## config.mk

```make
export PLATFORM = sky130hd
export DESIGN_NAME = sonet_fa_corruptor
export DESIGN_NICKNAME = d
export VERILOG_FILES = /design/src/rtl/sfc_pkg.sv /design/src/rtl/sfc_rst_sync.sv /design/src/rtl/sfc_field_tracker.sv /design/src/rtl/sfc_burst_ctrl.sv /design/src/rtl/sfc_byte_stage.sv /design/src/rtl/sonet_fa_corruptor.sv
export SDC_FILE = /design/constraint.sdc
export NUM_CORES = 1
export LEC_CHECK = 0
export BUFFER_PORTS_ARGS = -buffer_cell sky130_fd_sc_hd__buf_2
export CAP_MARGIN = 20
export CORE_MARGIN = 4
export CORE_UTILIZATION = 35
export CTS_BUF_LIST = sky130_fd_sc_hd__clkbuf_16
export DETAILED_ROUTE_END_ITERATION = 7
export PLACE_DENSITY = 0.56
export SLEW_MARGIN = 20
export SYNTH_ARGS = -nofsm -noshare
export SYNTH_HDL_FRONTEND = slang
export SYNTH_HIERARCHICAL = 1
export SYNTH_SLANG_ARGS = --single-unit
```

## constraint.sdc

```tcl
create_clock -name clk -period 3.29 [get_ports clk]
set_input_delay 0.329 -clock clk [delete_from_list [all_inputs] [get_ports clk]]
set_output_delay 0.329 -clock clk [all_outputs]
set_load 0.005 [all_outputs]
```

## src/rtl/sfc_pkg.sv

```systemverilog
package sfc_pkg;

  typedef enum logic [1:0] {
    BST_IDLE = 2'd0,
    BST_WAIT = 2'd1,
    BST_RUN  = 2'd2
  } burst_state_e;

endpackage

```

## src/rtl/sfc_rst_sync.sv

```systemverilog
module sfc_rst_sync #(
  parameter int STAGES = 2
) (
  input  logic clk,
  input  logic rst_n,
  output logic rst_sync_n
);

  logic [STAGES-1:0] sync_q;

  always_ff @(posedge clk or negedge rst_n) begin
    if (!rst_n) begin
      sync_q <= '0;
    end else begin
      sync_q <= {sync_q[STAGES-2:0], 1'b1};
    end
  end

  assign rst_sync_n = sync_q[STAGES-1];

endmodule

```

## src/rtl/sfc_field_tracker.sv

```systemverilog
module sfc_field_tracker #(
  parameter int A1_LEN = 12,
  parameter int A2_LEN = 12,
  localparam int FIELD_LEN = A1_LEN + A2_LEN,
  localparam int POS_W = $clog2(FIELD_LEN + 1)
) (
  input  logic clk,
  input  logic rst_n,
  input  logic valid_i,
  input  logic sof_i,
  output logic in_field_o,
  output logic a2_zone_o,
  output logic field_last_o
);

  localparam logic [POS_W-1:0] FIELD_END = POS_W'(FIELD_LEN);
  localparam logic [POS_W-1:0] A2_START  = POS_W'(A1_LEN);
  localparam logic [POS_W-1:0] LAST_POS  = POS_W'(FIELD_LEN - 1);

  logic [POS_W-1:0] pos_q;
  logic [POS_W-1:0] pos_d;
  logic [POS_W-1:0] cur_pos;
  logic             pos_en;

  // position of the byte present this cycle
  assign cur_pos = (valid_i && sof_i) ? '0 : pos_q;
  assign pos_en  = valid_i;

  always_comb begin
    pos_d = pos_q;
    if (cur_pos < FIELD_END) begin
      pos_d = cur_pos + 1'b1;
    end else begin
      pos_d = FIELD_END;
    end
  end

  always_ff @(posedge clk or negedge rst_n) begin
    if (!rst_n) begin
      pos_q <= FIELD_END;
    end else if (pos_en) begin
      pos_q <= pos_d;
    end
  end

  assign in_field_o   = valid_i && (cur_pos < FIELD_END);
  assign a2_zone_o    = cur_pos >= A2_START;
  assign field_last_o = valid_i && (cur_pos == LAST_POS);

  AST_POS_BOUND: assert property (@(posedge clk) disable iff (!rst_n)
    pos_q <= FIELD_END);
  AST_POS_HOLD_GAP: assert property (@(posedge clk) disable iff (!rst_n)
    !valid_i |=> $stable(pos_q));

endmodule

```

## src/rtl/sfc_burst_ctrl.sv

```systemverilog
module sfc_burst_ctrl
  import sfc_pkg::*;
#(
  parameter int FCNT_W = 4
) (
  input  logic              clk,
  input  logic              rst_n,
  input  logic              cmd_i,
  input  logic [FCNT_W-1:0] len_i,
  input  logic              valid_i,
  input  logic              sof_i,
  input  logic              in_field_i,
  input  logic              field_last_i,
  output logic              corrupt_o,
  output logic              busy_o
);

  burst_state_e      st_q;
  burst_state_e      st_d;
  logic [FCNT_W-1:0] rem_q;
  logic [FCNT_W-1:0] rem_d;
  logic              cmd_q;
  logic              rise;

  assign rise = cmd_i && !cmd_q;

  always_comb begin
    st_d  = st_q;
    rem_d = rem_q;
    case (st_q)
      BST_IDLE: begin
        if (rise && (len_i != '0)) begin
          st_d  = BST_WAIT;
          rem_d = len_i;
        end
      end
      BST_WAIT: begin
        if (valid_i && sof_i) begin
          st_d = BST_RUN;
        end
      end
      BST_RUN: begin
        if (field_last_i) begin
          rem_d = rem_q - 1'b1;
          if (rem_q == FCNT_W'(1)) begin
            st_d = BST_IDLE;
          end
        end
      end
      default: begin
        st_d = BST_IDLE;
      end
    endcase
  end

  always_ff @(posedge clk or negedge rst_n) begin
    if (!rst_n) begin
      st_q  <= BST_IDLE;
      rem_q <= '0;
      cmd_q <= 1'b0;
    end else begin
      st_q  <= st_d;
      rem_q <= rem_d;
      cmd_q <= cmd_i;
    end
  end

  assign corrupt_o = in_field_i &&
                     ((st_q == BST_RUN) || ((st_q == BST_WAIT) && valid_i && sof_i));
  assign busy_o    = (st_q != BST_IDLE);

  AST_BUSY_START: assert property (@(posedge clk) disable iff (!rst_n)
    $rose(busy_o) |-> $past(rise && (len_i != '0)));
  AST_ZERO_LEN_IDLE: assert property (@(posedge clk) disable iff (!rst_n)
    ((st_q == BST_IDLE) && (len_i == '0)) |=> (st_q == BST_IDLE));
  AST_REMAIN_LIVE: assert property (@(posedge clk) disable iff (!rst_n)
    busy_o |-> (rem_q != '0));
  AST_NO_REARM: assert property (@(posedge clk) disable iff (!rst_n)
    (st_q == BST_RUN) |=> (st_q != BST_WAIT));

endmodule

```

## src/rtl/sfc_byte_stage.sv

```systemverilog
module sfc_byte_stage #(
  parameter int BYTE_W = 8
) (
  input  logic              clk,
  input  logic              rst_n,
  input  logic [BYTE_W-1:0] in_data_i,
  input  logic              in_valid_i,
  input  logic              in_sof_i,
  input  logic              corrupt_i,
  input  logic              a2_zone_i,
  input  logic [BYTE_W-1:0] a1_val_i,
  input  logic [BYTE_W-1:0] a2_val_i,
  output logic [BYTE_W-1:0] out_data_o,
  output logic              out_valid_o,
  output logic              out_sof_o
);

  logic [BYTE_W-1:0] data_q;
  logic [BYTE_W-1:0] data_d;
  logic              data_en;
  logic              valid_q;
  logic              sof_q;

  assign data_en = in_valid_i;

  always_comb begin
    data_d = in_data_i;
    if (corrupt_i) begin
      data_d = a2_zone_i ? a2_val_i : a1_val_i;
    end
  end

  always_ff @(posedge clk or negedge rst_n) begin
    if (!rst_n) begin
      data_q <= '0;
    end else if (data_en) begin
      data_q <= data_d;
    end
  end

  always_ff @(posedge clk or negedge rst_n) begin
    if (!rst_n) begin
      valid_q <= 1'b0;
      sof_q   <= 1'b0;
    end else begin
      valid_q <= in_valid_i;
      sof_q   <= in_sof_i && in_valid_i;
    end
  end

  assign out_data_o  = data_q;
  assign out_valid_o = valid_q;
  assign out_sof_o   = sof_q;

  AST_PASS_THROUGH: assert property (@(posedge clk) disable iff (!rst_n)
    (in_valid_i && !corrupt_i) |=> (out_data_o == $past(in_data_i)));
  AST_HOLD_ON_GAP: assert property (@(posedge clk) disable iff (!rst_n)
    !in_valid_i |=> $stable(out_data_o));

endmodule

```

## src/rtl/sonet_fa_corruptor.sv

```systemverilog
module sonet_fa_corruptor #(
  parameter int NUM_CH = 4,
  parameter int BYTE_W = 8,
  parameter int A1_LEN = 12,
  parameter int A2_LEN = 12,
  parameter int FCNT_W = 4
) (
  input  logic                     clk,
  input  logic                     rst_n,
  input  logic [NUM_CH*BYTE_W-1:0] in_data,
  input  logic [NUM_CH-1:0]        in_valid,
  input  logic [NUM_CH-1:0]        in_sof,
  input  logic [NUM_CH-1:0]        inject_cmd,
  input  logic [FCNT_W-1:0]        burst_len,
  input  logic [BYTE_W-1:0]        a1_sub,
  input  logic [BYTE_W-1:0]        a2_sub,
  output logic [NUM_CH*BYTE_W-1:0] out_data,
  output logic [NUM_CH-1:0]        out_valid,
  output logic [NUM_CH-1:0]        out_sof,
  output logic [NUM_CH-1:0]        busy
);

  logic rst_sync_n;

  sfc_rst_sync #(.STAGES(2)) u_rst_sync (
    .clk        (clk),
    .rst_n      (rst_n),
    .rst_sync_n (rst_sync_n)
  );

  for (genvar ch = 0; ch < NUM_CH; ch++) begin : g_ch
    logic in_field;
    logic a2_zone;
    logic field_last;
    logic corrupt;

    sfc_field_tracker #(
      .A1_LEN (A1_LEN),
      .A2_LEN (A2_LEN)
    ) u_track (
      .clk          (clk),
      .rst_n        (rst_sync_n),
      .valid_i      (in_valid[ch]),
      .sof_i        (in_sof[ch]),
      .in_field_o   (in_field),
      .a2_zone_o    (a2_zone),
      .field_last_o (field_last)
    );

    sfc_burst_ctrl #(
      .FCNT_W (FCNT_W)
    ) u_ctrl (
      .clk          (clk),
      .rst_n        (rst_sync_n),
      .cmd_i        (inject_cmd[ch]),
      .len_i        (burst_len),
      .valid_i      (in_valid[ch]),
      .sof_i        (in_sof[ch]),
      .in_field_i   (in_field),
      .field_last_i (field_last),
      .corrupt_o    (corrupt),
      .busy_o       (busy[ch])
    );

    sfc_byte_stage #(
      .BYTE_W (BYTE_W)
    ) u_stage (
      .clk         (clk),
      .rst_n       (rst_sync_n),
      .in_data_i   (in_data[ch*BYTE_W +: BYTE_W]),
      .in_valid_i  (in_valid[ch]),
      .in_sof_i    (in_sof[ch]),
      .corrupt_i   (corrupt),
      .a2_zone_i   (a2_zone),
      .a1_val_i    (a1_sub),
      .a2_val_i    (a2_sub),
      .out_data_o  (out_data[ch*BYTE_W +: BYTE_W]),
      .out_valid_o (out_valid[ch]),
      .out_sof_o   (out_sof[ch])
    );

    AST_RESET_QUIET: assert property (@(posedge clk)
      !rst_sync_n |-> (!out_valid[ch] && !busy[ch]));
  end

endmodule

```

==> impl_metrics.env <==
export IMPL_status="completed"
export IMPL_clkPwrFrac_pct=25.6
export IMPL_crit_buf_inv=0
export IMPL_yosysMostFrequentCell="dfrtp_1"
export IMPL_layout_drive_gt1_share_pct=29.3
export IMPL_hp_start="inject_cmd[2]"
export IMPL_clk_latency_ns=0.34
export IMPL_syn_nets=593
export IMPL_ant_nets=0
export IMPL_crit_family="simple AND/OR/NAND/NOR gates"
export IMPL_dr_pass1_iters=4
export IMPL_ys_ff_latch=90
export IMPL_startpoint_type="flop"
export IMPL_std_cell_rows=45
export IMPL_h_tree_depth=3
export IMPL_cts_buffers=9
export IMPL_crit_path_top_delay_cell="dfrtp_1"
export IMPL_ir_worst_vdd_v=0.000254
export IMPL_setup_violations=0
export IMPL_grt_max_degree=59
export IMPL_portBuffers=109
export IMPL_wirelength_um=14700
export IMPL_worst_hold_path_endpoint="g_ch[2].u_ctrl/cmd_q"
export IMPL_routabilityCongestion=0.864
export IMPL_ff2ff_path_depth=7
export IMPL_synth_top_cell_by_area="dfrtp_1"
export IMPL_ff2ff_setup_slack_ns=1.23
export IMPL_comb_power_share_pct=30.6
export IMPL_synth_common_cells="dfrtp_1, nand3b_1, nand2b_1, o211ai_1, mux2i_1"
export IMPL_post_dp_hpwl_um=11000
export IMPL_post_cts_resized=0
export IMPL_min_path_cells=1
export IMPL_final_area_um2=6400
export IMPL_finalNetCount=691
export IMPL_layout_min_cycle_time_ns=2.06
export IMPL_cp_slowest_stage_delay_ns=0.40
export IMPL_max_freq_mhz=486
export IMPL_swShare_pct=34.2
export IMPL_async_flop_share_pct=100
export IMPL_critPathCaptureType="flop"
export IMPL_crit_type="reg2reg"
export IMPL_avgRoutedWirePerCell_um=17.7
export IMPL_p_seq_share_pct=43.9
export IMPL_crit_path_max_fanout=5
export IMPL_syn_area_um2=5500
export IMPL_relSlewSlack_pct=47.6
export IMPL_yosysWarnings=6
export IMPL_synth_cell_types=43
export IMPL_synth_area_per_cell_um2=10.7
export IMPL_clockBufferDepth=2
export IMPL_yosysTopAreaCellShare_pct=37.3
export IMPL_grt_pass1_vias=4404
export IMPL_cp_cell_sequence="a21boi_0, ha_1, nand2_1, nor4b_2, nand3b_1, o21a_4, o211ai_1"
export IMPL_antenna_cells=0
export IMPL_fp_dieW_um=133
export IMPL_hold_viol=0
export IMPL_drc_errors=0
export IMPL_antenna_found_initial=0
export IMPL_ys_flop_type="dfrtp_1"
export IMPL_path_clk_slew_ns=0.07
export IMPL_placed_area_um2=6110
export IMPL_synth_edf_count=0
export IMPL_p_sw_mw=1.33
export IMPL_cellPowerDensity_nw_per_um2=609
export IMPL_reg2reg_to="g_ch[2].u_ctrl/rem_q[2]"
export IMPL_postCtsSetupBuffers=0
export IMPL_maxSlewViolCount=0
export IMPL_cp_data_arrival_time_ns=2.31
export IMPL_die_area_um2=17800
export IMPL_hp_class="in2reg"
export IMPL_min_period_over_period_pct=62.5
export IMPL_maxCapViolCount=0
export IMPL_tightest_slew_ns=0.787
export IMPL_fin_setup_tns_ns=0
export IMPL_syn_inst=515
export IMPL_grt_pass1_wl_um=24100
export IMPL_power_internal_mw=2.56
export IMPL_rsz0062_at_grt="false"
export IMPL_area_growth_synth_to_final_pct=16.4
export IMPL_finClkSkew_ns=0.00967
export IMPL_io_pins=110
export IMPL_cts_tree="built"
export IMPL_synthTopCellsByArea="dfrtp_1, mux2i_1, nand3b_1, o211ai_1, nand2b_1"
export IMPL_drtIter0Drc=347
export IMPL_r2r_start="g_ch[2].u_track/pos_q[0]"
export IMPL_root_buffer="clkbuf_16"
export IMPL_die_h_um=133
export IMPL_cts_sinks=90
export IMPL_coreArea_um2=15300
export IMPL_ys_seq_area_share_pct=41.1
export IMPL_leakage_nw=2.64
export IMPL_grt_overflow_total=0
export IMPL_cp_data_required_time_ns=3.55
export IMPL_track_usage_pct=16.7
export IMPL_start_util_pct=35.9
export IMPL_vias=4403
export IMPL_avgViaCountPerCell=5.31
through the flow:
stage	utilization, %	power, mW	hold WS [ns]	std cells	setup WS, ns
after CTS	41.8	3.94	0.0855	829	1.07
after floorplan	-	2.52	0.0334	515	0.612
after global routing	41.8	4.19	0.0865	829	1.03
after global placement	39.9	2.89	0.115	812	0.879
after detailed placement	39.9	2.92	0.115	812	0.718
final	41.8	3.90	0.0952	829	1.23
registers in the layout, indices dropped and copies added (netlist names):
register / count
u_rst_sync/sync_q: 2
g_ch.u_stage/out_sof_o: 4
g_ch.u_ctrl/cmd_q: 4
g_ch.u_stage/out_valid_o: 4
g_ch.u_ctrl/st_q: 8
g_ch.u_track/pos_q: 20
g_ch.u_ctrl/rem_q: 16
g_ch.u_stage/out_data_o: 32
cells by family after synthesis:
kind of cell               count (synthesis)  share of synthesized area [%]
DFF                                       90                           41.1
and+or+nand+nor                          165                           21.7
buffers and inverters                     55                           6.53
muxes                                     36                           6.55
other                                      1                         0.0682
adders and majority gates                 12                           2.73
AOI/OAI and AO/OA                        156                           21.3
worst max path at each step:
stage                             startpoint                            end  slack (ns)  depth (start not counted)
floorplan               u_rst_sync/sync_q[1]           g_ch[0].u_ctrl/cmd_q        0.61                          0
global placement                 in_valid[0]  g_ch[0].u_stage/out_data_o[4]        0.88                          6
detailed placement               in_valid[0]  g_ch[0].u_stage/out_data_o[7]        0.72                          6
CTS                              in_valid[0]  g_ch[0].u_stage/out_data_o[7]        1.07                          6
global route        g_ch[2].u_track/pos_q[0]        g_ch[2].u_ctrl/rem_q[2]        1.03                          7
finish              g_ch[2].u_track/pos_q[0]        g_ch[2].u_ctrl/rem_q[2]        1.23                          7
area by class of cell:
type,instances,area (um^2)
clock buffer,9,225
clock inverter,7,56.3
fill,1513,8920
inverter,23,86.3
multi-input combinational,370,2880
sequential,90,2270
tap,211,264
timing repair buffer,119,623
power by group through the flow:
stage | logic, mW | registers, mW | clock network [mW]
floorplan | 0.916 | 1.61 | 0
global placement | 1.16 | 1.73 | 0
detailed placement | 1.20 | 1.73 | 0
CTS | 1.20 | 1.71 | 1.03
global route | 1.34 | 1.77 | 1.07
finish | 1.19 | 1.71 | 0.996
layer usage:
metal	vias up	routed length [um]	share of wire, %	GRT usage, %
met2	125	6880	47	26.4
met4	0	200	1.4	4.51
li1	2106	-	-	-
met1	2155	6650	45	23.0
met3	17	938	6.4	4.15
met5	-	0	0	0
placed cells by master, fill, tap and decap left out, drive strengths merged, types with 9 or more instances in the layout:
cell	netlist	layout
buf	32	118
dfrtp	82	82
nand3b	45	45
o211ai	44	44
nand2b	40	40
a21oi	40	40
mux2i	36	36
inv	23	27
nand2	20	20
o21ai	16	16
ha	12	12
a21boi	12	12
clkbuf	0	9
repair_timing:
| item | CTS | global route |
|---|---|---|
| endpoints found under the setup margin | 0 | 0 |
| hold buffers | 1 | 0 |
| endpoints found under the hold margin | 2 | 0 |
No activity file was read; power rests on OpenSTA's default activity.
